[config.mk]
export PLATFORM = sky130hd
export DESIGN_NAME = slot_timer
export DESIGN_NICKNAME = d
export VERILOG_FILES = /design/src/rtl/slot_timer_pkg.sv /design/src/rtl/slot_timer_count.sv /design/src/rtl/slot_timer_capture.sv /design/src/rtl/slot_timer_strobe.sv /design/src/rtl/slot_timer_regs.sv /design/src/rtl/slot_timer.sv
export SDC_FILE = /design/constraint.sdc
export NUM_CORES = 1
export LEC_CHECK = 0
export ABC_AREA = 1
export BUFFER_PORTS_ARGS = -buffer_cell sky130_fd_sc_hd__buf_4
export CAP_MARGIN = 40
export CORE_MARGIN = 1.5
export CORE_UTILIZATION = 30
export CTS_CLUSTER_SIZE = 12
export DETAILED_ROUTE_END_ITERATION = 6
export HOLD_SLACK_MARGIN = 0.05
export SLEW_MARGIN = 20
export SYNTH_ARGS = -nofsm -noshare
export SYNTH_HDL_FRONTEND = slang
export SYNTH_SLANG_ARGS = --single-unit
[constraint.sdc]
create_clock -name clk -period 3.6 [get_ports clk]
set_input_delay 0.72 -clock clk [delete_from_list [all_inputs] [get_ports clk]]
set_output_delay 0.72 -clock clk [all_outputs]
set_load 0.01 [all_outputs]
[src/rtl/slot_timer_pkg.sv]
package slot_timer_pkg;
    localparam int BUS_W  = 8;
    localparam int ADDR_W = 4;
    localparam int FLG_N  = 3;

    localparam logic [ADDR_W-1:0] A_CNT_LO = 4'h0;
    localparam logic [ADDR_W-1:0] A_CNT_HI = 4'h1;
    localparam logic [ADDR_W-1:0] A_OVF    = 4'h2;
    localparam logic [ADDR_W-1:0] A_PER_LO = 4'h3;
    localparam logic [ADDR_W-1:0] A_PER_HI = 4'h4;
    localparam logic [ADDR_W-1:0] A_CAP_LO = 4'h5;
    localparam logic [ADDR_W-1:0] A_CAP_HI = 4'h6;
    localparam logic [ADDR_W-1:0] A_CMP_LO = 4'h7;
    localparam logic [ADDR_W-1:0] A_CMP_HI = 4'h8;
    localparam logic [ADDR_W-1:0] A_CMD    = 4'h9;
    localparam logic [ADDR_W-1:0] A_OVFCMP = 4'hA;
    localparam logic [ADDR_W-1:0] A_CTRL   = 4'hB;
    localparam logic [ADDR_W-1:0] A_FLAGS  = 4'hC;

    localparam int FLG_CAP = 0;
    localparam int FLG_CMP = 1;
    localparam int FLG_OVF = 2;
endpackage

[src/rtl/slot_timer_count.sv]
module slot_timer_count #(
    parameter int CNT_W = 16,
    parameter int OVF_W = 8
) (
    input  logic             clk,
    input  logic             rst_n,
    input  logic             run,
    input  logic [CNT_W-1:0] period,
    input  logic [OVF_W-1:0] ovf_cmp,
    output logic [CNT_W-1:0] cnt,
    output logic [OVF_W-1:0] ovf,
    output logic             ovf_hit
);
    typedef struct packed {
        logic [CNT_W-1:0] cnt;
        logic [OVF_W-1:0] ovf;
    } cnt_st_t;

    cnt_st_t          st_d, st_q;
    logic [CNT_W-1:0] last;
    logic [OVF_W-1:0] ovf_inc;
    logic             wrap;

    always_comb begin
        st_d    = st_q;
        last    = (period == '0) ? '1 : period - CNT_W'(1);
        wrap    = run && (st_q.cnt >= last);
        ovf_inc = st_q.ovf + OVF_W'(1);
        ovf_hit = wrap && (ovf_inc == ovf_cmp);
        if (run) begin
            if (wrap) begin
                st_d.cnt = '0;
                st_d.ovf = ovf_inc;
            end else begin
                st_d.cnt = st_q.cnt + CNT_W'(1);
            end
        end
    end

    always_ff @(posedge clk or negedge rst_n) begin
        if (!rst_n) st_q <= '0;
        else        st_q <= st_d;
    end

    assign cnt = st_q.cnt;
    assign ovf = st_q.ovf;
endmodule

[src/rtl/slot_timer_capture.sv]
module slot_timer_capture #(
    parameter int CNT_W = 16
) (
    input  logic             clk,
    input  logic             rst_n,
    input  logic             sfd_evt,
    input  logic             tx_end_evt,
    input  logic             sel_txend,
    input  logic             hold,
    input  logic [CNT_W-1:0] cnt,
    output logic [CNT_W-1:0] cap,
    output logic             cap_set
);
    typedef struct packed {
        logic [CNT_W-1:0] cap;
    } cap_st_t;

    cap_st_t st_d, st_q;
    logic    evt;

    always_comb begin
        st_d    = st_q;
        evt     = sel_txend ? tx_end_evt : sfd_evt;
        cap_set = evt && !hold;
        if (cap_set) st_d.cap = cnt;
    end

    always_ff @(posedge clk or negedge rst_n) begin
        if (!rst_n) st_q <= '0;
        else        st_q <= st_d;
    end

    assign cap = st_q.cap;
endmodule

[src/rtl/slot_timer_strobe.sv]
module slot_timer_strobe #(
    parameter int CNT_W = 16,
    parameter int CMD_W = 3
) (
    input  logic               clk,
    input  logic               rst_n,
    input  logic               run,
    input  logic               armed,
    input  logic [CMD_W-1:0]   code,
    input  logic [CNT_W-1:0]   cnt,
    input  logic [CNT_W-1:0]   cmp,
    output logic               fire,
    output logic [(1<<CMD_W)-1:0] strobe
);
    localparam int N_STR = 1 << CMD_W;

    logic [N_STR-1:0] str_d, str_q;

    assign fire = armed && run && (cnt == cmp);

    for (genvar g = 0; g < N_STR; g++) begin : g_line
        assign str_d[g] = fire && (code == CMD_W'(g));
    end

    always_ff @(posedge clk or negedge rst_n) begin
        if (!rst_n) str_q <= '0;
        else        str_q <= str_d;
    end

    assign strobe = str_q;
endmodule

[src/rtl/slot_timer_regs.sv]
module slot_timer_regs
    import slot_timer_pkg::*;
#(
    parameter int CNT_W = 16,
    parameter int OVF_W = 8,
    parameter int CMD_W = 3
) (
    input  logic              clk,
    input  logic              rst_n,
    input  logic              wr_en,
    input  logic              rd_en,
    input  logic [ADDR_W-1:0] addr,
    input  logic [BUS_W-1:0]  wdata,
    output logic [BUS_W-1:0]  rdata,
    input  logic [CNT_W-1:0]  cnt,
    input  logic [OVF_W-1:0]  ovf,
    input  logic [CNT_W-1:0]  cap,
    input  logic              fire,
    input  logic              cap_set,
    input  logic              ovf_hit,
    output logic [CNT_W-1:0]  period,
    output logic [CNT_W-1:0]  cmp,
    output logic [CMD_W-1:0]  code,
    output logic              armed,
    output logic [OVF_W-1:0]  ovf_cmp,
    output logic              run,
    output logic              sel_txend,
    output logic [FLG_N-1:0]  flags
);
    typedef struct packed {
        logic [CNT_W-1:0] per;
        logic [CNT_W-1:0] cmp;
        logic [CMD_W-1:0] code;
        logic             armed;
        logic [OVF_W-1:0] ovfcmp;
        logic             run;
        logic             sel;
        logic [FLG_N-1:0] flags;
        logic [BUS_W-1:0] sh_hi;
        logic [OVF_W-1:0] sh_ovf;
        logic [BUS_W-1:0] rdata;
    } regs_st_t;

    regs_st_t    st_d, st_q;
    logic [15:0] per16, cmp16, cnt16, cap16;
    logic [15:0] per_wlo, per_whi, cmp_wlo, cmp_whi;
    logic [7:0]  cmd_rd, ctrl_rd, flg_rd;

    assign per16   = 16'(st_q.per);
    assign cmp16   = 16'(st_q.cmp);
    assign cnt16   = 16'(cnt);
    assign cap16   = 16'(cap);
    assign per_wlo = {per16[15:8], wdata};
    assign per_whi = {wdata, per16[7:0]};
    assign cmp_wlo = {cmp16[15:8], wdata};
    assign cmp_whi = {wdata, cmp16[7:0]};

    always_comb begin
        cmd_rd                 = '0;
        cmd_rd[7]              = st_q.armed;
        cmd_rd[CMD_W-1:0]      = st_q.code;
        ctrl_rd                = {6'd0, st_q.sel, st_q.run};
        flg_rd                 = '0;
        flg_rd[FLG_N-1:0]      = st_q.flags;
    end

    always_comb begin
        st_d = st_q;

        // software clears flags, hardware set wins below
        if (wr_en && addr == A_FLAGS)
            st_d.flags = st_q.flags & ~wdata[FLG_N-1:0];

        // a compare match disarms, a write in the same cycle overrides
        if (fire) st_d.armed = 1'b0;

        if (wr_en) begin
            case (addr)
                A_PER_LO: st_d.per    = per_wlo[CNT_W-1:0];
                A_PER_HI: st_d.per    = per_whi[CNT_W-1:0];
                A_CMP_LO: st_d.cmp    = cmp_wlo[CNT_W-1:0];
                A_CMP_HI: st_d.cmp    = cmp_whi[CNT_W-1:0];
                A_CMD: begin
                    st_d.code  = wdata[CMD_W-1:0];
                    st_d.armed = wdata[7];
                end
                A_OVFCMP: st_d.ovfcmp = wdata[OVF_W-1:0];
                A_CTRL: begin
                    st_d.run = wdata[0];
                    st_d.sel = wdata[1];
                end
                default: ;
            endcase
        end

        st_d.flags[FLG_CAP] = st_d.flags[FLG_CAP] | cap_set;
        st_d.flags[FLG_CMP] = st_d.flags[FLG_CMP] | fire;
        st_d.flags[FLG_OVF] = st_d.flags[FLG_OVF] | ovf_hit;

        if (rd_en) begin
            case (addr)
                A_CNT_LO: begin
                    st_d.rdata  = cnt16[7:0];
                    st_d.sh_hi  = cnt16[15:8];
                    st_d.sh_ovf = ovf;
                end
                A_CNT_HI: st_d.rdata = st_q.sh_hi;
                A_OVF:    st_d.rdata = BUS_W'(st_q.sh_ovf);
                A_PER_LO: st_d.rdata = per16[7:0];
                A_PER_HI: st_d.rdata = per16[15:8];
                A_CAP_LO: st_d.rdata = cap16[7:0];
                A_CAP_HI: st_d.rdata = cap16[15:8];
                A_CMP_LO: st_d.rdata = cmp16[7:0];
                A_CMP_HI: st_d.rdata = cmp16[15:8];
                A_CMD:    st_d.rdata = cmd_rd;
                A_OVFCMP: st_d.rdata = BUS_W'(st_q.ovfcmp);
                A_CTRL:   st_d.rdata = ctrl_rd;
                A_FLAGS:  st_d.rdata = flg_rd;
                default:  st_d.rdata = '0;
            endcase
        end
    end

    always_ff @(posedge clk or negedge rst_n) begin
        if (!rst_n) st_q <= '0;
        else        st_q <= st_d;
    end

    assign rdata     = st_q.rdata;
    assign period    = st_q.per;
    assign cmp       = st_q.cmp;
    assign code      = st_q.code;
    assign armed     = st_q.armed;
    assign ovf_cmp   = st_q.ovfcmp;
    assign run       = st_q.run;
    assign sel_txend = st_q.sel;
    assign flags     = st_q.flags;
endmodule

[src/rtl/slot_timer.sv]
module slot_timer
    import slot_timer_pkg::*;
#(
    parameter int CNT_W = 16,
    parameter int OVF_W = 8,
    parameter int CMD_W = 3
) (
    input  logic                  clk,
    input  logic                  rst_n,
    input  logic                  wr_en,
    input  logic                  rd_en,
    input  logic [3:0]            addr,
    input  logic [7:0]            wdata,
    output logic [7:0]            rdata,
    input  logic                  sfd_evt,
    input  logic                  tx_end_evt,
    output logic [(1<<CMD_W)-1:0] strobe,
    output logic                  irq_cap,
    output logic                  irq_cmp,
    output logic                  irq_ovf
);
    logic [CNT_W-1:0] cnt_w, per_w, cmp_w, cap_w;
    logic [OVF_W-1:0] ovf_w, ovfcmp_w;
    logic [CMD_W-1:0] code_w;
    logic [FLG_N-1:0] flags_w;
    logic             run_w, sel_w, armed_w, fire_w, cap_set_w, ovf_hit_w;

    slot_timer_regs #(.CNT_W(CNT_W), .OVF_W(OVF_W), .CMD_W(CMD_W)) u_regs (
        .clk(clk), .rst_n(rst_n), .wr_en(wr_en), .rd_en(rd_en),
        .addr(addr), .wdata(wdata), .rdata(rdata),
        .cnt(cnt_w), .ovf(ovf_w), .cap(cap_w),
        .fire(fire_w), .cap_set(cap_set_w), .ovf_hit(ovf_hit_w),
        .period(per_w), .cmp(cmp_w), .code(code_w), .armed(armed_w),
        .ovf_cmp(ovfcmp_w), .run(run_w), .sel_txend(sel_w), .flags(flags_w)
    );

    slot_timer_count #(.CNT_W(CNT_W), .OVF_W(OVF_W)) u_count (
        .clk(clk), .rst_n(rst_n), .run(run_w), .period(per_w),
        .ovf_cmp(ovfcmp_w), .cnt(cnt_w), .ovf(ovf_w), .ovf_hit(ovf_hit_w)
    );

    slot_timer_capture #(.CNT_W(CNT_W)) u_capture (
        .clk(clk), .rst_n(rst_n), .sfd_evt(sfd_evt), .tx_end_evt(tx_end_evt),
        .sel_txend(sel_w), .hold(flags_w[FLG_CAP]), .cnt(cnt_w),
        .cap(cap_w), .cap_set(cap_set_w)
    );

    slot_timer_strobe #(.CNT_W(CNT_W), .CMD_W(CMD_W)) u_strobe (
        .clk(clk), .rst_n(rst_n), .run(run_w), .armed(armed_w),
        .code(code_w), .cnt(cnt_w), .cmp(cmp_w),
        .fire(fire_w), .strobe(strobe)
    );

    assign irq_cap = flags_w[FLG_CAP];
    assign irq_cmp = flags_w[FLG_CMP];
    assign irq_ovf = flags_w[FLG_OVF];
endmodule

# Yosys cells after proc, flatten, opt, wreduce, memory -nomap -nowiden
# Index checks and enable logic that the tools add are counted.
[totals] register_bits=121 in_bits=18 wordCells=90
[op_classes] add_sub_neg=3 order_cmp=1 n_eq_ne=21 muxes=12 bitwise_logic=9 reduce_logical=27
[ops] op="$pmux W8 S13" count=1
[ops] op="$pmux W16 S2" count=2
[ops] op="$mux W16" count=2
[ops] op="$eq A4 B4 Y1 const B" count=5
[ops] op="$add A16 B1 Y16 const B" count=1
[ops] op="$eq A16 B16 Y1" count=1
[ops] op="$eq A4 B3 Y1 const B" count=4
[ops] op="$ge A16 B16 Y1" count=1
[ops] op="$logic_not A16 Y1" count=1
[ops] op="$sub A16 B1 Y16 const B" count=1
[ops] op="$logic_and A1 B1 Y1" count=14
[ops] op="$eq A3 B3 Y1 const B" count=4
[ops] op="$reduce_and A3 Y1" count=4
[ops] op="$mux W11" count=1
[ops] op="$reduce_and A2 Y1" count=5
[ops] op="$add A8 B1 Y8 const B" count=1
[ops] op="$eq A4 B2 Y1 const B" count=2
[ops] op="$eq A8 B8 Y1" count=1
[ops] op="$mux W8" count=1
[ops] op="$eq A3 B2 Y1 const B" count=2
[ops] op="$eq A4 B1 Y1 const B" count=1
[ops] op="$logic_not A4 Y1" count=1
[ops] op="$not A1 Y1" count=4
[ops] op="$and A3 B3 Y3" count=1
[ops] op="other kinds (8)" count=12

# Longest topological paths before layout
# Gate-level depths: netlist of run 1.
[depth] word_depth=6 mapped_depth=21 mapped_depth_nobuf=21

# Hierarchy
# A second synthesis of run 1 with hierarchy kept.
[unflattened] hier_cells=1057 area_unflattened_um2=7832.5
[modules_own_cells] module="slot_timer_regs" instances=1 cells_each=508 area_per_inst_um2=4067.7 seq_area_each_um2=1826.8
[modules_own_cells] module="slot_timer_count" instances=1 cells_each=361 area_per_inst_um2=2418.6 seq_area_each_um2=600.6
[modules_own_cells] module="slot_timer_capture" instances=1 cells_each=78 area_per_inst_um2=710.7 seq_area_each_um2=400.4
[modules_own_cells] module="slot_timer_strobe" instances=1 cells_each=110 area_per_inst_um2=635.6 seq_area_each_um2=200.2

# Worst setup path before layout of run 1
# OpenSTA, ideal clock, no wires.
[synth_path] kind="reg2reg" start="register u_regs.st_q, in the netlist u_regs.period[0]" end="register u_count.st_q, in the netlist u_count.cnt[14]" setup_ns=0.121 t_arrival_ns=2.723 required_ns=3.479 slack_ns=0.756 path_stages_with_launch=17 n_path_buf=1 path_cell_list="dfrtp_1 > inv_1 > ha_1 > inv_1 > nor2_1 > inv_1 > nor2_1 > nand3_1 > nor3_2 > nor3b_1 > ha_1 > nand2_1 > nor4_1 > nand2_1 > a21oi_1 > buf_2 > nor2_1"
[synth_via] elab_chain_cells=5 word_cells_on_any_way=6
[synth_lines] item="start, declared" line_no="slot_timer_regs.sv:44" rtl="regs_st_t st_d, st_q;"
[synth_lines] item="start signal, assigned" line_no="slot_timer_regs.sv:126" rtl="else st_q <= st_d;"
[synth_lines] item="$sub A16 B1 Y16 or $logic_not A16 Y1 (tied branches)" line_no="slot_timer_count.sv:26" rtl="last = (period == '0) ? '1 : period - CNT_W'(1);"
[synth_lines] item="$mux W16 *" line_no="slot_timer_count.sv:26"
[synth_lines] item="$ge A16 B16 Y1 *" line_no="slot_timer_count.sv:27" rtl="wrap = run && (st_q.cnt >= last);"
[synth_lines] item="$logic_and A1 B1 Y1 *" line_no="slot_timer_count.sv:27"
[synth_lines] item="$mux W16 *" line_no="slot_timer_count.sv:31" rtl="if (wrap) begin"
[synth_lines] item="end signal, assigned" line_no="slot_timer_count.sv:42" rtl="else st_q <= st_d;"
[synth_lines] item="end, declared" line_no="slot_timer_count.sv:19" rtl="cnt_st_t st_d, st_q;"
# Every way passes the cells marked *; elsewhere a longest branch is shown, timed or not.
# A chain may end at the register's enable or synchronous reset.

# Final worst setup path of run 1
[layout_path] start="register u_regs.st_q, in the netlist u_regs.period[0]" end="register u_count.st_q, in the netlist u_count.cnt[6]"
# The elaborated chain is that of the path after synthesis.

==> results of run 1 <==
-- layout make-up --
type,count,area (sq um)
clock inverters,15,181
repair buffers,42,348
inverters,109,414
clock buffers,17,425
well taps,280,350
fillers,2321,14000
flip-flops and latches,121,3030
multi-input cells,643,3150
-- cell usage in the layout (no fill, tap or decap), types with 2 or more instances in the layout --
cell	n
sky130_fd_sc_hd__o22ai_1	15
sky130_fd_sc_hd__nor3b_1	3
sky130_fd_sc_hd__nor3_4	2
sky130_fd_sc_hd__bufinv_16	2
sky130_fd_sc_hd__o21ai_0	102
sky130_fd_sc_hd__ha_1	19
sky130_fd_sc_hd__a21oi_1	18
sky130_fd_sc_hd__nand4_1	14
sky130_fd_sc_hd__a211oi_1	2
sky130_fd_sc_hd__inv_6	4
sky130_fd_sc_hd__nor2_1	86
sky130_fd_sc_hd__nor3_1	10
sky130_fd_sc_hd__xor2_1	15
sky130_fd_sc_hd__nand2_1	261
sky130_fd_sc_hd__clkbuf_16	17
sky130_fd_sc_hd__nand3_1	56
sky130_fd_sc_hd__o21ai_1	2
sky130_fd_sc_hd__inv_1	105
sky130_fd_sc_hd__buf_4	40
sky130_fd_sc_hd__o31ai_1	8
sky130_fd_sc_hd__nor4_1	2
sky130_fd_sc_hd__nand3b_1	3
sky130_fd_sc_hd__inv_2	3
sky130_fd_sc_hd__xnor2_1	4
sky130_fd_sc_hd__clkinv_4	4
sky130_fd_sc_hd__dfrtp_1	121
sky130_fd_sc_hd__inv_8	4
sky130_fd_sc_hd__nor2_4	3
sky130_fd_sc_hd__clkinvlp_4	2
sky130_fd_sc_hd__nand2_2	8
sky130_fd_sc_hd__nor2_2	4
-- where the power goes --
part	switching, uW	total (uW)	internal, uW	leakage (uW)
Sequential	244	1800	1560	0.00159
Clock	729	1780	1050	0.000293
Combinational	632	995	362	0.00198
-- worst paths after layout --
path,to,cells past startpoint,from
setup / recovery,u_count.cnt[6],17,u_regs.period[0]
hold / removal,u_count.ovf[1],1,rst_n
hold reg to reg,u_regs.rdata[3],2,u_regs.rdata[3]
setup reg to reg,u_count.cnt[6],17,u_regs.period[0]
min in group clk,u_regs.rdata[3],2,u_regs.rdata[3]
max in group asynchronous,u_regs.code[2],3,rst_n
-- stage by stage --
stage	total power [uW]	instance area, sq um	std cells	utilization (%)	setup slack (ps)
6_report	4580	7900	1227	36.1	348
5_1_grt	4830	7900	1227	36.1	20.4
4_1_cts	4570	7870	1226	35.9	294
3_5_place_dp	2780	7260	1194	33.2	320
3_3_place_gp	2770	7260	1194	33.2	404
2_1_floorplan	2410	6720	897	-	756
-- layer usage --
layer  up-vias  routed length [microns]  track usage, %
met4         0                     1020            9.84
met3        62                     2120            5.35
met5         -                        0               0
met2       311                     9590            29.2
met1      2964                     9430            26.5
li1       2970                        -               -
-- registers in the layout, summed over array words and instances (netlist names), 3 cells and up --
name,cells
u_regs.st_q,16
u_regs.code,3
u_count.cnt,16
u_regs.cmp,16
u_regs.rdata,8
u_strobe.strobe,8
u_count.ovf,8
u_regs.period,16
u_capture.cap,16
u_regs.flags,3
u_regs.ovf_cmp,8
-- cells in the mapped netlist --
cell type	instances
sky130_fd_sc_hd__clkinv_4	1
sky130_fd_sc_hd__nor2_4	3
sky130_fd_sc_hd__inv_2	3
sky130_fd_sc_hd__nor3_4	1
sky130_fd_sc_hd__buf_4	8
sky130_fd_sc_hd__nand2_2	8
sky130_fd_sc_hd__xnor2_1	4
sky130_fd_sc_hd__o21ai_1	2
sky130_fd_sc_hd__inv_1	105
sky130_fd_sc_hd__nor4_1	2
sky130_fd_sc_hd__nor2_1	87
sky130_fd_sc_hd__o31ai_1	8
sky130_fd_sc_hd__a22o_1	1
sky130_fd_sc_hd__o22ai_1	15
sky130_fd_sc_hd__mux2_2	1
sky130_fd_sc_hd__a21oi_1	18
sky130_fd_sc_hd__buf_6	1
sky130_fd_sc_hd__nor3_2	1
sky130_fd_sc_hd__nand2_1	261
sky130_fd_sc_hd__o211ai_1	1
sky130_fd_sc_hd__buf_2	8
sky130_fd_sc_hd__nor3b_1	3
sky130_fd_sc_hd__o21a_1	1
sky130_fd_sc_hd__o21bai_1	1
sky130_fd_sc_hd__a211oi_1	2
sky130_fd_sc_hd__o21ai_0	103
sky130_fd_sc_hd__nor2_2	3
sky130_fd_sc_hd__nand3_1	56
sky130_fd_sc_hd__nor3_1	10
sky130_fd_sc_hd__nand4_1	14
sky130_fd_sc_hd__buf_1	1
sky130_fd_sc_hd__nand3b_1	3
sky130_fd_sc_hd__dfrtp_1	121
sky130_fd_sc_hd__ha_1	19
sky130_fd_sc_hd__xor2_1	15
sky130_fd_sc_hd__clkbuf_1	6
-- cells by family (layout without fill, tap and decap cells) --
group,after synthesis,count (layout),synth area share [%]
compound gates,152,152,12.1
flops,121,121,45.0
buf+inv,133,183,8.21
mux,1,1,0.168
fa+ha+maj,19,19,3.54
xor+xnor,19,19,2.48
simple gates,452,452,28.4
-- worst max-delay path, stage by stage (launching register included) --
cell	delay (ps)
sky130_fd_sc_hd__dfrtp_1	420
sky130_fd_sc_hd__inv_1	90
sky130_fd_sc_hd__ha_1	180
sky130_fd_sc_hd__inv_1	60
sky130_fd_sc_hd__nor2_2	190
sky130_fd_sc_hd__inv_1	60
sky130_fd_sc_hd__nor2_1	170
sky130_fd_sc_hd__nand3_1	170
sky130_fd_sc_hd__nor3_4	260
sky130_fd_sc_hd__a211oi_1	90
sky130_fd_sc_hd__ha_1	310
sky130_fd_sc_hd__a21oi_1	150
sky130_fd_sc_hd__o21ai_0	110
sky130_fd_sc_hd__a21oi_1	260
sky130_fd_sc_hd__nand2_2	220
sky130_fd_sc_hd__nand2_1	280
sky130_fd_sc_hd__nand2_1	80
sky130_fd_sc_hd__nor2_1	90
-- repair_timing --
action / CTS / global route
endpoints found under the setup margin: 0 / 12
setup buffers: 0 / 0
gates resized for setup: 0 / 2
endpoints found under the hold margin: 0 / 0
==> out/results.txt, run 1 <==
The flow ran to the end, and the final reports show no timing, DRC or antenna violations. During I/O placement, the number of pins put on the boundary was 37. The cell sitting at the root of the clock tree is a sky130_fd_sc_hd__clkbuf_16. The final-layout setup total negative slack was 0 ps. The worst pin sits at a relative slew slack of 51.2%.

The number of instances in the synthesized netlist is 897. Across the VDD grid, the largest voltage drop is 0.282 mV. The tightest min-delay check is of the in -> async type. The first global-routing pass estimated 35000 microns of wire.

Summed over all layers, the global routing overflow is 0. The net count of the finished layout is 971. The synthesized design contains 121 register bits. The synthesized design spends more area on one cell type than any other, namely sky130_fd_sc_hd__dfrtp_1. The die covers 23300 sq um.

In this run, CTS created clock tree buffers numbering 17. The count of final setup violators was 0. Measured along the y axis, the die boundary spans 153 microns. In this run the remaining antenna-violating nets after routing total 0.

Power spread over the standard cell area amounts to 579 nW/um^2. The classification of the worst setup path was reg -> reg. The required time at the endpoint of the critical path is 3960 ps. Dividing the final minimum period by the clock period gives 90.3%.

STA classifies the critical path endpoint as a flip-flop. For the portion of the post-synthesis area used by sequential elements, the log shows 45.0%. The routed wirelength normalized by instance count is 18.1 microns. For the count of final max-slew check failures, the log shows 0. The worst-case hold slack is 132 ps. The worst clock skew is 10.7 ps.

By area the synthesized netlist is led by sky130_fd_sc_hd__dfrtp_1 (45%), sky130_fd_sc_hd__nand2_1 (15%), sky130_fd_sc_hd__o21ai_0 (7.7%). Number of port buffers: 36. In the routed design, unresolved DRC markers number 0. The tools report the startpoint kind of the worst setup timing path as a flip-flop. For this configuration, the core starts out at a cell density of 30.7%. The detailed router placed 6307 vias in this run. The logs give 5 for the number of detailed-routing iterations run before antenna repair and 934 for the total nets after synthesis. The Yosys step of the flow raised 0 warnings. Max-cap violations in this run came to 0. The cell leakage power is 0.00386 uW, and the number of antenna diodes is 0. The floorplan has 54 rows. Detailed placement finished with a half-perimeter wire length of 16600 microns. The run gives 36 as the number of distinct library cells after synthesis.

Global routing used 19.7% of the available tracks. The logs give 6720 sq um for the post-synth design cell area and 608 for the detailed router's first-iteration violation count. The clock sink count is 121. The logs give 0 for the number of hold violations in the final report and 22200 microns for the detailed-route wire length. Setup repair after global routing left no endpoint under its margin. For this run, the top clock speed supported by timing is 0.308 GHz. The H-tree generated during clock tree synthesis spans 4 levels. In this run, post-CTS hold repair placed 0 buffers. The worst path needs 3250 ps of the cycle, external delays included. The region available for standard cell placement spans 21900 sq um. The number of global-route vias before repair is 6220. The synthesized area divided by synthesized cell count works out to 7.49 sq um. Along the worst path, the maximum fanout reaches 10.

After synthesis, the largest area contributor takes up 45.0% of total cell area. The pin count of the biggest net entering global routing was 57. At the worst endpoint, the arrival time is 3610 ps. In the final layout, the share of cells above drive strength 1 is 10.2%. For the pin with the worst max-slew slack, the measured transition is 733 ps. The initial antenna violation count came out at 0. TritonCTS built the clock tree. The maximum root-to-sink buffer count is 2, and the reg-to-reg setup timing slack is 350 ps. The clock reaches the later pin of the worst-skew pair after 430 ps. The clock-pin slew on the worst setup and hold paths is 60 ps, and the per-cell via count in the routed design is 5.14.

The area growth from synthesis to layout is 17.6%. The last weighted congestion value of the routability-driven placer is 0.956. The die span in x came out at 153 microns.
Note: power is estimated with default switching activity, not from simulation.
==> inputs of run 2 (changes only) <==
--- a/config.mk
+++ b/config.mk
@@ -8,11 +8,14 @@
 export ABC_AREA = 1
 export BUFFER_PORTS_ARGS = -buffer_cell sky130_fd_sc_hd__buf_4
 export CAP_MARGIN = 40
+export CORE_ASPECT_RATIO = 1.75
 export CORE_MARGIN = 1.5
 export CORE_UTILIZATION = 30
 export CTS_CLUSTER_SIZE = 12
 export DETAILED_ROUTE_END_ITERATION = 6
 export HOLD_SLACK_MARGIN = 0.05
+export MAX_ROUTING_LAYER = met4
+export PLACE_DENSITY = 0.55
 export SLEW_MARGIN = 20
 export SYNTH_ARGS = -nofsm -noshare
 export SYNTH_HDL_FRONTEND = slang
==> run 2 against run 1 <==
Net effect: routed wire length grew 8.4%; clock power shrank 6%; non-clock buffer count grew 7; sequential share of layout area shrank 0.18 points; sequential power is essentially flat; largest cell class unchanged; largest power group unchanged.
==> out/results.txt, run 2 (same netlist as run 1, synthesis figures left out) <==
Headroom to the max-slew limit: 42.2% (-8.9 points). The startpoint kind of the worst setup timing path is a flip-flop. The final-layout setup total negative slack is 0 ps (unchanged), and the post-CTS setup-driven buffer insertion count is 0 (unchanged). The arrival time at the worst endpoint is 3540 ps (-70 ps).

TritonCTS built the clock tree. The tools report the number of placement rows as 72 (+33%). The final layout net count is 978 (+0.72%), and the number of global-route vias before repair is 6189 (-0.50%). The most frequent standard cell in the layout excluding fill and tap cells is sky130_fd_sc_hd__nand2_1. Setup repair after global routing left no endpoint under its margin. The number of nets with antenna violations after detailed routing is 0 (unchanged), and the per-cell via count in the routed design is 4.97 (-3.2%). The tools report the required time at the endpoint of the critical path as 3900 ps (-60 ps).

The run finished with clean final reports. The final critical delay including setup and external delays was 3230 ps (-19.8 ps). Traced cell by cell, the critical path runs through inv_1 > ha_1 > inv_1 > nor2_2 > inv_1 > nor2_1 > nand3_1 > nor3_4 > nor3b_1 > ha_1 > nand2_1 > nor4_1 > nand2_1 > a21oi_2 > buf_4 > nor2_1. The top achievable clock speed is 0.309 GHz (+0.61%), and the layout cell share with drive strength beyond 1 is 10.9% (+0.66 points). The origin of the critical flop-to-flop path is u_regs.period[0]. The post-route fraction of the period consumed by the critical path is 89.8% (-0.55 points). Clock network latency to the later pin of the worst-skew pair: 430 ps (about the same). The height of the chip works out to 201 microns (+32%). The most numerous cell type found on the critical path is sky130_fd_sc_hd__inv_1. The clock-pin slew on the worst setup and hold paths was 60 ps (about the same).

Number of remaining DRC errors: 0 (unchanged). The synthesis-to-layout area growth is 18.1%. The largest incremental delay on the critical path was 420 ps (about the same). The tools report the number of placed I/O pins as 37 (unchanged). The detailed router's first-iteration violation count was 398 (-35%); the worst clock skew was 11.6 ps (+0.901 ps). The critical path endpoint category was a flip-flop. The number of port buffers works out to 36 (unchanged). The run gives 23300 sq um (+0.15%) as the die area. The top cell types in the final layout, fill and taps aside, are sky130_fd_sc_hd__nand2_1 (260), sky130_fd_sc_hd__dfrtp_1 (121), sky130_fd_sc_hd__inv_1 (105). The cell area power density is 573 nW/um^2 (-1.1%). The logs give 22.1% (+2.3 points) for the total global-route track usage and 36500 microns (+4.1%) for the global-route wire length before repair. The logs give 0 (unchanged) for the count of final max-slew check failures and 2 (unchanged) for the maximum root-to-sink buffer count.

The number of buffers added by the clock tree synthesis step was 17 (unchanged). The run gives 0.00388 uW (+0.48%) as the cell leakage power. The run gives 18800 microns (+13%) as the HPWL after detailed placement.

The count of vias placed by the detailed router is 6217 (-1.4%), and the cell count of the worst reg-to-reg path is 16 (-1). In this run the clock root is driven by a sky130_fd_sc_hd__clkbuf_16. The logs give 0 (unchanged) for the remaining global-route overflow and 121 (unchanged) for the clock sink count. Number of hold violations in the final report: 0 (unchanged). The last weighted congestion value of the routability-driven placer was 0.974 (+1.9%); the number of detailed-routing iterations run before antenna repair was 5 (unchanged). The total number of H-tree levels was 4 (unchanged). The largest individual stage delay along the critical path comes from the cell sky130_fd_sc_hd__dfrtp_1. The total of hold buffers inserted after clock tree synthesis was 0 (unchanged). The highest net fanout along the worst path works out to 12 (+2). The max-cap violation count is 0 (unchanged). The min-delay analysis places its worst path in the category in -> async. Count of final setup violators: 0 (unchanged). The tools report the initial antenna violation count as 0 (unchanged). The core footprint was 22100 sq um (+0.82%). The tools report the final core area utilization as 36.0% (-0.13 points). The critical path in this run is classified as reg -> reg. The run gives 57 (unchanged) as the pin count of the biggest net entering global routing. The tools report the starting density of the core as 30.5% (-0.25 points).

The actual slew at the worst max-slew pin is 863 ps (+131 ps), and the detailed-route wire length is 24000 microns (+8.4%). For the peak ir drop on the vdd network, the log shows 0.366 mV (+30%). The reg-to-reg setup timing slack came out at 370 ps (+20 ps). The endpoint identified for the worst register-to-register timing path is u_count.cnt[15].

The die span in x works out to 116 microns (-24%). The routed wirelength normalized by instance count is 19.2 microns (+6.4%), and the number of antenna diodes is 0 (unchanged).
==> run 2: cell types whose count changed in the layout (fill, tap and decap cells not counted) <==
cell | before | now
sky130_fd_sc_hd__a21oi_1 | 18 | 16
sky130_fd_sc_hd__a21oi_2 | 0 | 2
sky130_fd_sc_hd__buf_12 | 1 | 0
sky130_fd_sc_hd__buf_4 | 40 | 48
sky130_fd_sc_hd__clkbuf_1 | 0 | 3
sky130_fd_sc_hd__clkbuf_8 | 0 | 1
sky130_fd_sc_hd__clkinv_2 | 0 | 4
sky130_fd_sc_hd__clkinvlp_4 | 2 | 1
sky130_fd_sc_hd__inv_6 | 4 | 1
sky130_fd_sc_hd__inv_8 | 4 | 0
sky130_fd_sc_hd__nand2_1 | 261 | 260
sky130_fd_sc_hd__nand2_2 | 8 | 9
==> run 2: area by class of cell <==
class | instances | area [sq um]
Multi-Input combinational cell | 643 | 3160
Tap cell | 296 | 370
Clock buffer | 21 | 450
Inverter | 109 | 414
Sequential cell | 121 | 3030
Clock inverter | 11 | 123
Timing Repair Buffer | 49 | 388
Fill cell | 2305 | 14100
==> run 2: power breakdown <==
group,switching (uW),leakage (uW),internal [uW],total [uW]
clock network,645,0.000281,1040,1680
registers,264,0.00159,1560,1820
logic,663,0.00201,379,1040
==> run 2: what timing repair did <==
action | in CTS | in global routing
hold endpoints to repair | 0 | 0
gates resized for setup | 0 | 5
setup endpoints to repair | 0 | 24
==> run 2: stage by stage <==
step	worst slack (ps)	instances	hold slack (ps)	power, uW	instance area, sq um
final	368	1250	105	4550	7940
after CTS	114	1249	406	4550	7890
after global placement	163	1217	465	2860	7320
after global routing	64.4	1250	100	4780	7940
after detailed placement	131	1217	466	2870	7320
after floorplan	756	897	424	2410	6720
==> run 2: worst max-delay path by stage <==
| stage | start | end | slack (ps) | cells past startpoint |
|---|---|---|---|---|
| finish | u_regs.period[0] | u_count.cnt[15] | 370 | 16 |
| global route | u_regs.period[0] | u_count.cnt[6] | 60 | 17 |
| CTS | u_regs.period[0] | u_count.cnt[15] | 110 | 16 |
| detailed placement | u_regs.period[0] | u_count.cnt[11] | 130 | 16 |
| global placement | u_regs.period[0] | u_count.cnt[15] | 160 | 16 |
| floorplan | u_regs.period[0] | u_count.cnt[14] | 760 | 16 |
==> run 2: worst max-delay path: cells and delay by family (launching register included) <==
family | cells | cell delay [ps]
flip-flops | 1 | 420
AO/OA/AOI/OAI | 1 | 280
AND/OR/NAND/NOR | 9 | 1460
adder cells (fa/ha/maj) | 2 | 490
buffers and inverters | 4 | 460
==> run 2: layer usage <==
layer  share of wire [%]  vias to the layer above  global-route usage [%]
met3                 2.3                       71                    2.17
met2                  54                      174                    39.4
met1                  36                     2974                    22.1
met5                   0                        -                       -
met4                 7.2                        0                    14.9
li1                    -                     2998                       -
==> inputs of run 3 (changes only) <==
--- a/config.mk
+++ b/config.mk
@@ -11,7 +11,7 @@
 export CORE_ASPECT_RATIO = 1.75
 export CORE_MARGIN = 1.5
 export CORE_UTILIZATION = 30
-export CTS_CLUSTER_SIZE = 12
+export CTS_CLUSTER_SIZE = 30
 export DETAILED_ROUTE_END_ITERATION = 6
 export HOLD_SLACK_MARGIN = 0.05
 export MAX_ROUTING_LAYER = met4
==> constraint.sdc (replaced) <==
create_clock -name clk -period 3.6 [get_ports clk]
set_input_delay 0.54 -clock clk [delete_from_list [all_inputs] [get_ports clk]]
set_output_delay 0.54 -clock clk [all_outputs]
set_load 0.01 [all_outputs]
==> run 3 against run 2 <==
Net effect: non-clock buffer count down 4; fmax decreased by 1.2%; count of clock-buffer cells in the layout decreased by 2; combinational power is essentially flat; flip-flop and latch count unchanged; clock power down 5%; first-iteration DRC count rose by 2.0%; hold slack gained 85 ps; critical endpoint is now u_count.cnt[6]; largest cell class unchanged; highest routed layer unchanged.
==> out/results.txt, run 3 (same netlist as run 1, synthesis figures left out) <==
Internal power contribution: 2850 uW (-4.3%). The routed wirelength normalized by instance count is 18.9 microns (-1.4%), and the detailed-route wire length is 23600 microns (-1.7%). The number of port buffers works out to 36 (unchanged). In this run the worst hold path is classified as in -> async.

The final core area utilization is 35.6% (-0.32 points), and the max-cap violation count is 0 (unchanged). The number of global-route vias before repair is 6203 (+0.23%), and the pin count of the biggest net entering global routing is 69 (+21%). The logs give 41.2% (+1.1 points) for the relative contribution of sequential cells to total power and 23300 sq um (unchanged) for the die area. The number of buffers added by the clock tree synthesis step is 17 (unchanged). The most frequent standard cell in the layout excluding fill and tap cells was sky130_fd_sc_hd__nand2_1. For the number of nets with antenna violations after detailed routing, the log shows 0 (unchanged). HPWL after detailed placement: 18500 microns (-1.5%). The count of final max-slew check failures was 0 (unchanged). The number of remaining DRC errors came out at 0 (unchanged). The setup path with the least slack is of type reg -> reg. Area used by sequential logic in the layout: 3030 sq um (unchanged). The CTS root buffer was sky130_fd_sc_hd__clkbuf_16. The cell area power density is 564 nW/um^2 (-1.5%), and the relative contribution of the clock network to total power is 35.8% (-1.2 points). The tools report the total global-route track usage as 22.0% (-0.098 points). The actual slew at the worst max-slew pin is 841 ps (-22.5 ps). The total cell area at the placement stage is 7310 sq um (-0.14%). Cell leakage power: 0.00384 uW (-1.1%).

The switching part of the total was 35.8% (+1.3 points); the clock network latency to the later pin of the worst-skew pair was 420 ps (about the same). The logs give 0 (unchanged) for the number of hold violations in the final report and 8.79 ps (-2.79 ps) for the worst clock skew. The peak ir drop on the vdd network was 0.323 mV (-12%). TritonCTS built the clock tree. The final-layout setup total negative slack is 0 ps (unchanged). The tools report the final layout net count as 974 (-0.41%). The synthesis-to-layout area growth came out at 17.1%.

The detailed router's first-iteration violation count is 406 (+2.0%). The signal on the critical path passes through inv_1 > ha_1 > inv_1 > nor2_1 > buf_4 > inv_1 > nor2_1 > nand3_1 > nor3_4 > a211oi_1 > ha_1 > a21oi_1 > o21ai_0 > a21oi_1 > nand2_2 > nand2_2 > nand2_1 > nor2_1. The worst slack after detailed placement came out at 228 ps (+96.8 ps). The slowest stage of the critical path belongs to the cell sky130_fd_sc_hd__dfrtp_1. The core footprint was 22100 sq um (unchanged); the clock-pin slew on the worst setup and hold paths was 60 ps (about the same). The number of filler cells placed in the layout came out at 2337 (+1.4%).

Height of the chip: 201 microns (unchanged). The maximum root-to-sink buffer count was 2 (unchanged). The tools report the startpoint kind of the worst setup timing path as a flip-flop. The logs give 3960 ps (+60 ps) for the required time at the endpoint of the critical path and 0 (unchanged) for the count of final setup violators. The arrival time at the worst endpoint is 3630 ps (+90 ps), and the global-route wire length before repair is 36300 microns (-0.36%). For the last weighted congestion value of the routability-driven placer, the log shows 0.960 (-1.5%). Setup repair after global routing left no endpoint under its margin.

The cell count of the worst reg-to-reg path is 18 (+2), and the number of detailed-routing iterations run before antenna repair is 5 (unchanged). Area occupied by multi-input gates: 3160 sq um (-0.20%). The summed area of non-filler cells in the final layout was 7870 sq um (-0.88%); the number of cells after detailed placement was 1214 (-0.25%). The number of placement rows is 72 (unchanged), and the top achievable clock speed is 0.306 GHz (-1.2%). The run gives 329 ps (-38.8 ps) as the final worst setup slack. Per-cell via count in the routed design: 4.91 (-1.3%). The worst setup path is captured at a flip-flop. The tools report the total number of H-tree levels as 4 (unchanged). The clock sink count was 121 (unchanged); the number of antenna diodes was 0 (unchanged). The number of placed I/O pins came out at 37 (unchanged). The remaining global-route overflow came out at 0 (unchanged).

Number of standard cells in the layout, taps in and fillers out: 1246 (-0.32%). The layout cell share with drive strength beyond 1 works out to 10.6% (-0.27 points). The run gives 1590 uW (+1.3%) as the switching power.

Leaving out fill and tap cells, the most frequent cells in the layout are sky130_fd_sc_hd__nand2_1 (260), sky130_fd_sc_hd__dfrtp_1 (121), sky130_fd_sc_hd__inv_1 (105). For the starting density of the core, the log shows 30.5% (unchanged). The highest net fanout along the worst path was 10 (-2); the total of hold buffers inserted after clock tree synthesis was 0 (unchanged). The post-CTS setup-driven buffer insertion count was 0 (unchanged). The final critical delay including setup and external delays was 3270 ps (+38.8 ps); the power share of the combinational group was 23.0% (about the same). The initial antenna violation count came out at 0 (unchanged). The headroom to the max-slew limit is 43.7% (+1.5 points).

The largest incremental delay on the critical path was 420 ps (about the same). The flow ran to the end, and the final reports show no timing, DRC or antenna violations. The die span in x came out at 116 microns (unchanged). The count of vias placed by the detailed router is 6118 (-1.6%), and the post-route fraction of the period consumed by the critical path is 90.9% (+1.1 points).
run 3: changes by cell type in the layout (fill, tap and decap cells not counted), moves of 2 or more:
cell,previous run,this run
sky130_fd_sc_hd__buf_4,48,44
sky130_fd_sc_hd__clkbuf_1,3,0
sky130_fd_sc_hd__bufinv_16,2,0
sky130_fd_sc_hd__clkinvlp_4,1,4
sky130_fd_sc_hd__clkinv_4,4,2
sky130_fd_sc_hd__inv_6,1,4
run 3: power by group through the flow:
stage / logic [uW] / clock network (uW) / registers (uW)
CTS: 1030 / 1610 / 1820
floorplan: 686 / 0 / 1720
finish: 1020 / 1590 / 1830
global route: 1160 / 1670 / 1840
global placement: 1020 / 0 / 1840
detailed placement: 1030 / 0 / 1840
run 3: area by class of cell:
| cell class | count | area share (%) |
|---|---|---|
| inverter | 109 | 5.26 |
| clock inverter | 13 | 1.19 |
| sequential | 121 | 38.5 |
| clock buffer | 19 | 5.76 |
| multi-input combinational | 643 | 40.1 |
| tap | 296 | 4.71 |
| timing repair buffer | 45 | 4.45 |
run 3: routing by layer:
layer	routed length (microns)	vias up	GRT usage, %
met4	1960	0	16.3
met5	0	-	-
met3	682	83	3.08
met2	12700	169	38.4
li1	-	2985	-
met1	8280	2881	21.5
run 3: path summary, 6_finish.rpt:
| check | start | endpoint | slack [ps] |
|---|---|---|---|
| worst max register to register | u_regs.period[0] | u_count.cnt[6] | 330 |
| max in group asynchronous | rst_n | u_regs.st_q[21] | 2560 |
| worst max-delay path | u_regs.period[0] | u_count.cnt[6] | 330 |
| worst min register to register | u_regs.rdata[0] | u_regs.rdata[0] | 470 |
| worst min-delay path | rst_n | u_count.ovf[5] | 190 |
| min in group clk | wdata[2] | u_regs.code[2] | 350 |
run 3: worst max-delay path, delay by kind of cell, from the launching register on:
family / cells / cell delay, ps
simple gates: 8 / 1340
compound gates: 4 / 630
fa+ha+maj: 2 / 480
flops: 1 / 420
buf+inv: 4 / 340
run 3: timing repair:
item,CTS,global route
endpoints found under the hold margin,0,0
setup endpoints to repair,0,21
gates resized for setup,0,3
run 3: per-stage QoR:
stage                     total power (uW)  hold slack (ps)
after detailed placement              2870              467
after CTS                             4460              210
after global routing                  4680              246
final                                 4440              190
after floorplan                       2410              244
after global placement                2860              465
